`src/rtl/lsc_pkg.sv`:
```
package lsc_pkg;

  typedef enum logic [1:0] {
    ST_OFF  = 2'd0,
    ST_TALK = 2'd1,
    ST_RING = 2'd2
  } lscStateT;

  // strobes from the input datapath to the switch control
  typedef struct packed {
    logic forceOff;
    logic wantRing;
  } lscCmdT;

endpackage

```
`src/rtl/lsc_monitor.sv`:
```
module lsc_monitor
  import lsc_pkg::*;
#(
  parameter int BAT_W        = 17,
  parameter int TEMP_W       = 9,
  parameter int BAT_TRIP_MV  = -10000,
  parameter int BAT_CLEAR_MV = -15000,
  parameter int TEMP_TRIP    = 110,
  parameter int TEMP_HYST    = 15
) (
  input  logic                    clk,
  input  logic                    rstN,
  input  logic                    ringSel,
  input  logic                    latchEn,
  input  logic                    shdnN,
  input  logic signed [BAT_W-1:0] batMv,
  input  logic [TEMP_W-1:0]       dieTemp,
  output lscCmdT                  cmd,
  output logic                    thermHot
);

  localparam int TEMP_CLEAR = TEMP_TRIP - TEMP_HYST;

  logic heldSel;
  logic batFault;
  logic selNow;
  int   batInt;
  int   tempInt;

  assign batInt  = int'(batMv);
  assign tempInt = int'({1'b0, dieTemp});

  always_ff @(posedge clk or negedge rstN) begin
    if (!rstN) begin
      heldSel <= 1'b0;
    end else if (!latchEn) begin
      heldSel <= ringSel;
    end
  end

  always_ff @(posedge clk or negedge rstN) begin
    if (!rstN) begin
      batFault <= 1'b0;
    end else if (batInt > BAT_TRIP_MV) begin
      batFault <= 1'b1;
    end else if (batInt < BAT_CLEAR_MV) begin
      batFault <= 1'b0;
    end
  end

  always_ff @(posedge clk or negedge rstN) begin
    if (!rstN) begin
      thermHot <= 1'b0;
    end else if (tempInt >= TEMP_TRIP) begin
      thermHot <= 1'b1;
    end else if (tempInt <= TEMP_CLEAR) begin
      thermHot <= 1'b0;
    end
  end

  assign selNow       = latchEn ? heldSel : ringSel;
  assign cmd.forceOff = !shdnN || batFault || thermHot;
  assign cmd.wantRing = selNow;

endmodule

```
`src/rtl/lsc_ctrl.sv`:
```
module lsc_ctrl
  import lsc_pkg::*;
(
  input  logic   clk,
  input  logic   rstN,
  input  lscCmdT cmd,
  input  logic   zeroCross,
  output logic   brkEn,
  output logic   ringRetOn,
  output logic   ringOn
);

  lscStateT stateQ;
  lscStateT stateD;
  logic     ringD;

  always_comb begin
    if (cmd.forceOff) begin
      stateD = ST_OFF;
    end else if (cmd.wantRing) begin
      stateD = ST_RING;
    end else begin
      stateD = ST_TALK;
    end
  end

  // the ringing switch may only open on a zero-current crossing
  always_comb begin
    if (stateD == ST_RING) begin
      ringD = 1'b1;
    end else if (ringOn && !zeroCross) begin
      ringD = 1'b1;
    end else begin
      ringD = 1'b0;
    end
  end

  always_ff @(posedge clk or negedge rstN) begin
    if (!rstN) begin
      stateQ <= ST_OFF;
      ringOn <= 1'b0;
    end else begin
      stateQ <= stateD;
      ringOn <= ringD;
    end
  end

  assign brkEn     = (stateQ == ST_TALK);
  assign ringRetOn = (stateQ == ST_RING);

endmodule

```
`src/rtl/line_switch_ctrl.sv`:
```
module line_switch_ctrl
  import lsc_pkg::*;
#(
  parameter int BAT_W     = 17,
  parameter int TEMP_W    = 9,
  parameter int TEMP_HYST = 15
) (
  input  logic                    clk,
  input  logic                    rstN,
  input  logic                    ringSel,
  input  logic                    latchEn,
  input  logic                    shdnN,
  input  logic                    zeroCross,
  input  logic signed [BAT_W-1:0] batMv,
  input  logic [TEMP_W-1:0]       dieTemp,
  output logic                    brkTipEn,
  output logic                    brkRingEn,
  output logic                    ringRetEn,
  output logic                    ringEn,
  output logic                    shdnStatN
);

  lscCmdT cmd;
  logic   thermHot;
  logic   brkEn;

  lsc_monitor #(
    .BAT_W(BAT_W), .TEMP_W(TEMP_W), .BAT_TRIP_MV(-10000),
    .BAT_CLEAR_MV(-15000), .TEMP_TRIP(110), .TEMP_HYST(TEMP_HYST)
  ) i_monitor (
    .clk(clk), .rstN(rstN), .ringSel(ringSel), .latchEn(latchEn),
    .shdnN(shdnN), .batMv(batMv), .dieTemp(dieTemp),
    .cmd(cmd), .thermHot(thermHot)
  );

  lsc_ctrl i_ctrl (
    .clk(clk), .rstN(rstN), .cmd(cmd), .zeroCross(zeroCross),
    .brkEn(brkEn), .ringRetOn(ringRetEn), .ringOn(ringEn)
  );

  assign brkTipEn  = brkEn;
  assign brkRingEn = brkEn;
  assign shdnStatN = !thermHot;

endmodule

```
`config.mk`:
```
export PLATFORM = sky130hd
export DESIGN_NAME = line_switch_ctrl
export DESIGN_NICKNAME = d
export VERILOG_FILES = /design/src/rtl/lsc_pkg.sv /design/src/rtl/lsc_monitor.sv /design/src/rtl/lsc_ctrl.sv /design/src/rtl/line_switch_ctrl.sv
export SDC_FILE = /design/constraint.sdc
export NUM_CORES = 1
export LEC_CHECK = 0
export BUFFER_PORTS_ARGS = -buffer_cell sky130_fd_sc_hd__buf_4
export CAP_MARGIN = 20
export CORE_AREA = 2 2 39 41
export DETAILED_ROUTE_END_ITERATION = 10
export DIE_AREA = 0 0 41 43
export PLACE_DENSITY = 0.75
export SYNTH_ARGS = -nofsm -noshare
export SYNTH_HDL_FRONTEND = slang
export SYNTH_SLANG_ARGS = --single-unit
```
`constraint.sdc`:
```
create_clock -name clk -period 0.98 [get_ports clk]
set_input_delay 0.147 -clock clk [delete_from_list [all_inputs] [get_ports clk]]
set_output_delay 0.147 -clock clk [all_outputs]
set_load 0.01 [all_outputs]
```
**After elaboration in Yosys (flattened, before gate mapping)**

Cells that the tools add are included.

- Flip-flop bits (word level): 6
- Latch bits: 0
- RAM bits: 0
- Memory bits (read-only): 0
- Input port bits: 32
- Output and inout bits: 5
- Word-level logic and storage cells: 29
- Memories: 0

- Add/sub/neg operators: 0
- Multiply operators: 0
- Div/mod/pow operators: 0
- $lt $le $gt $ge: 4
- Equality and inequality tests: 3
- Shift operators: 0
- Multiplexer cells: 9
- Bitwise operators: 0
- Reductions and logical operators: 8

Operators by type and width:

| operator | count |
|---|---|
| $gt 17x15->1 const B | 1 |
| $lt 17x15->1 const B | 1 |
| $ge 9x7->1 const B | 1 |
| $le 9x7->1 const B | 1 |
| $mux 1 | 7 |
| $eq 2x2->1 const B | 2 |
| $mux 2 | 2 |
| $reduce_bool 2->1 | 2 |
| $logic_not 1->1 | 3 |
| $eq 2x1->1 const B | 1 |
| $logic_or 1x1->1 | 2 |
| $logic_and 1x1->1 | 1 |

**Depth between registers and ports, before layout**

- Word-level depth: 6
- Depth in mapped cells: 4
- Mapped depth without buffers: 4

**Modules after synthesis**

Synthesis repeated with hierarchy kept, for this count alone.

- Cell total of the unflattened synthesis: 35
- Area total of the unflattened synthesis: 345.3 um^2

By module, submodules not included:

| module | times used | cells each | area each (um^2) | sequential area each (um^2) |
|---|---|---|---|---|
| lsc_monitor | 1 | 24 | 217.7 | 75.1 |
| lsc_ctrl | 1 | 9 | 116.4 | 75.1 |
| line_switch_ctrl | 1 | 2 | 11.3 | 0.0 |

**Least setup slack after synthesis**

No wires, ideal clock.

- Kind: input -> register
- Start: input port batMv[3]
- End: register i_monitor.batFault
- Library setup time: 0.122 ns
- Data arrival time: 1.046 ns
- Data required time: 0.858 ns
- Path slack: -0.187 ns
- Stages: 4
- Buffers on the path: 0
- Path through: or4_1 -> nor3_2 -> o21ai_1 -> a32o_1

- Longest elaborated chain between the ends: 2
- Elaborated cells on any way between the ends: 4
- Classes of those cells: order compare (2); mux (1); reduce/logical (1)

Ends and longest elaborated chain:

| what | line | text |
|---|---|---|
| from (decl) | line_switch_ctrl.sv:14 | `input logic signed [BAT_W-1:0] batMv,` |
| $gt 17x15->1 / $lt 17x15->1 (equally long branches) | lsc_monitor.sv:44, lsc_monitor.sv:46 |  |
| $mux 1 / $reduce_bool 2->1 (equally long branches) | - |  |
| to (signal assigned) | lsc_monitor.sv:43 | `batFault <= 1'b0;` |
| to (signal assigned) | lsc_monitor.sv:45 | `batFault <= 1'b1;` |
| to (signal assigned) | lsc_monitor.sv:47 | `batFault <= 1'b0;` |
| to (decl) | lsc_monitor.sv:25 | `logic batFault;` |

Several ways; a longest one is shown, not always the timed one.
A chain may end at the register's enable or synchronous reset.

**Worst setup path after layout**

- Start: register i_ctrl.stateQ[1]
- End: output port ringRetEn

- Longest elaborated chain between the ends: 1

Ends and longest elaborated chain:

| what | line | text |
|---|---|---|
| from (decl) | lsc_ctrl.sv:13 | `lscStateT stateQ;` |
| from (signal assigned) | lsc_ctrl.sv:43 | `stateQ <= stateD;` |
| $eq 2x2->1 | lsc_ctrl.sv:49 | `assign ringRetOn = (stateQ == ST_RING);` |
| to (decl) | line_switch_ctrl.sv:18 | `output logic ringRetEn,` |

No other way between the ends.

==> flow_summary.ini <==
[floorplanning]
initial_utilization_pct = 24.23
rows = 14
coreArea_mm2 = 0.001384
dieArea_mm2 = 0.001763
die_w_um = 41
top_level_ports = 37
die_height_um = 43

[timing]
slew_violations = 0
fin_ws_ns = -0.06393
final_hold_viol_count = 0
period_minus_slack_ns = 1.044
tightest_slew_ns = 0.2111
slew_headroom_pct = 85.80
period_share_pct = 106.5
finClkSkew_ns = 0.0004453
tns_ns = -0.3189
setup_violations = 7
rsz0062_at_grt = yes
fmax_mhz = 957.9

[final_layout]
area_delta_synth_final_pct = 115.7
post-route-util_pct = 52.26
drive_above_1_share_pct = 62.03
nNetsFinal = 113
num_antenna_cells = 0
fillCellCount = 142

[drt]
ant_nets = 0
routed.top_layer = met3
post-route-drc-count = 0
wl_met2_um = 548
drt-initial-drc-count = 2
via_per_inst = 4.705
dr.pass1.iters = 2
wl_met1_um = 303
totalWireLength_um = 975
wl_met3_um = 123
wire_per_inst_um = 10.26
vias = 447

[outcome]
status = finished, violations left
violations = negative setup slack

[synthesis]
synth_edf_count = 0
synth_flop_cell = dfrtp_1
yosysTopAreaCell = dfrtp_1
synthCells = 36
ys_seq_elements = 6
yosysMostFrequentCell = dfrtp_1
yosysWarnings = 0
avgSynthCellArea_um2 = 9.315
yosys.cell_types.count = 20
ys_seq_area_share_pct = 44.78
synth_top_area_share_pct = 44.78
syn_area_um2 = 335.3
syn_nets = 68
synth_area_leaders = dfrtp_1 (45%), a311o_1 (6.0%), nand2_1 (4.5%)
synthTopCellsByCount = dfrtp_1 (6), nand2_1 (4), nor2_1 (3)
synthArstFlopShare_pct = 100.0

[grt]
grtUsageTotal_pct = 13.91
antenna_found_initial = 0
grt_overflow_total = 0
grt_pass1_vias = 451
grt_max_degree = 7
grt_first_pass_wirelength_um = 1649

[job]
drv_cap = 0

[power_and_ir_drop]
combPwrFrac_pct = 27.8
p_seq_share_pct = 39.8
ir_worst_vdd_uv = 490.4
switching_share_pct = 21.14
p_leak_nw = 0.3679
p_switching_mw = 0.1412
clkPwrFrac_pct = 32.4
p_int_mw = 0.5268
power_density_mw_per_mm2 = 923.8

[place]
dpl.hpwl_um = 858.6
place_congestion = 0.6225
io_buffers = 35

[cts]
clock_sinks = 6
clock_latency_ns = 0.24
root_buffer = clkbuf_4
cts_tree = built
cts_buffer_depth = 2
numCtsBuffers = 3
cts.reportedPaths.clkPinSlew_ns = 0.04
htreeDepth = 1

[setup_path]
startpoint_type = flop
crit_fanout = 2
arrival_ns = 0.90
end_kind = primary output
rrSetupSlack_ns = -0.05
required_ns = 0.83
regToRegEndpoint = i_monitor.thermHot$_DFFE_PN0P_
crit_type = reg -> out
worstReg2RegStart = i_monitor.thermHot$_DFFE_PN0P_
rr_worst_depth = 2

[worst_hold_path]
hp-class = in -> reg
min_from = dieTemp[8]
min_to = i_monitor.thermHot$_DFFE_PN0P_
hold_depth = 2
[state kept, by name (all words and copies together), names as in the netlist]
signal / flops
i_ctrl.stateQ: 2
i_ctrl.ringOn: 1
i_monitor.batFault: 1
i_monitor.heldSel: 1
i_monitor.thermHot: 1
[layout make-up]
| type | count | area, um2 | share of cell area, % |
|---|---|---|---|
| tap | 16 | 20.02 | 2.768 |
| timing repair buffer | 41 | 332.8 | 46.02 |
| sequential | 6 | 150.1 | 20.76 |
| clock buffer | 3 | 22.52 | 3.114 |
| multi-input combinational | 27 | 190.2 | 26.30 |
| inverter | 2 | 7.507 | 1.038 |
[per-stage QoR]
step / instance area [um2] / setup WS [ns] / hold WS [ns] / std cells / power [mW]
after floorplan: 344.1 / -0.1871 / -0.1486 / 36 / 0.3081
after global placement: 649.4 / -0.3275 / -0.04304 / 90 / 0.4326
after detailed placement: 649.4 / -0.3524 / -0.04375 / 90 / 0.4380
after CTS: 719.4 / -0.07712 / 0.1156 / 95 / 0.6833
after global routing: 723.2 / -0.1106 / 0.1198 / 95 / 0.7156
final: 723.2 / -0.06393 / 0.1163 / 95 / 0.6681
[power by group through the flow]
stage	Clock [mW]	Sequential, mW	Combinational [mW]
after floorplan	0	0.269	0.0392
after global placement	0	0.269	0.164
after detailed placement	0	0.269	0.169
after CTS	0.231	0.266	0.186
after global routing	0.243	0.267	0.205
final	0.216	0.266	0.185
[per-layer routing]
metal | GRT usage, % | vias to the layer above
li1 | - | 223
met1 | 13.68 | 196
met2 | 25.00 | 28
met3 | 5.236 | 0
met4 | 4.000 | 0
met5 | 0 | -
[what timing repair did]
action,4_1_cts,5_1_grt
endpoints found under the hold margin,6,0
setup endpoints to repair,7,7
pin swaps,4,2
gates resized for setup,9,1
buffers inserted,1,0
hold buffers,1,0
[worst max path at each step]
stage	start	to	cells past startpoint
CTS	i_ctrl.stateQ[1]$_DFF_PN0_	ringRetEn	2
finish	i_ctrl.stateQ[1]$_DFF_PN0_	ringRetEn	2
global route	batMv[4]	i_monitor.batFault$_DFFE_PN0P_	5
global placement	batMv[3]	i_monitor.batFault$_DFFE_PN0P_	5
floorplan	batMv[3]	i_monitor.batFault$_DFFE_PN0P_	4
detailed placement	batMv[4]	i_monitor.batFault$_DFFE_PN0P_	5
[critical path, cell delays in order (launching register included)]
cell and delay (ns):
dfrtp_1 0.39, nor2b_1 0.13, buf_4 0.13
[cell usage in the layout, fill, tap and decap left out]
cell / Yosys / routed
a21o_1: 1 / 1
a21oi_1: 2 / 2
a311o_1: 2 / 2
a32o_1: 1 / 1
and3_4: 0 / 1
buf_4: 1 / 34
buf_6: 0 / 6
clkbuf_4: 0 / 3
dfrtp_1: 6 / 6
dlygate4sd3_1: 0 / 1
inv_1: 2 / 1
inv_2: 0 / 1
mux2_4: 0 / 1
nand2_1: 4 / 4
nand2b_1: 1 / 1
nand4_1: 1 / 1
nor2_1: 3 / 3
nor2b_1: 2 / 1
nor2b_4: 0 / 1
nor3_2: 1 / 1
nor4_1: 1 / 1
o211ai_1: 1 / 1
o21ai_0: 2 / 2
o21ai_1: 1 / 1
or4_1: 2 / 1
or4_4: 0 / 1
[logic make-up (layout without fill, tap and decap cells)]
kind of cell / Yosys count / after routing / synth area share, %
AOI/OAI and AO/OA: 10 / 10 / 20.90
buffers and inverters: 3 / 46 / 4.479
muxes: 1 / 1 / 3.358
DFF: 6 / 6 / 44.77
and+or+nand+nor: 16 / 16 / 26.49
(Power assumes the default switching activity.)
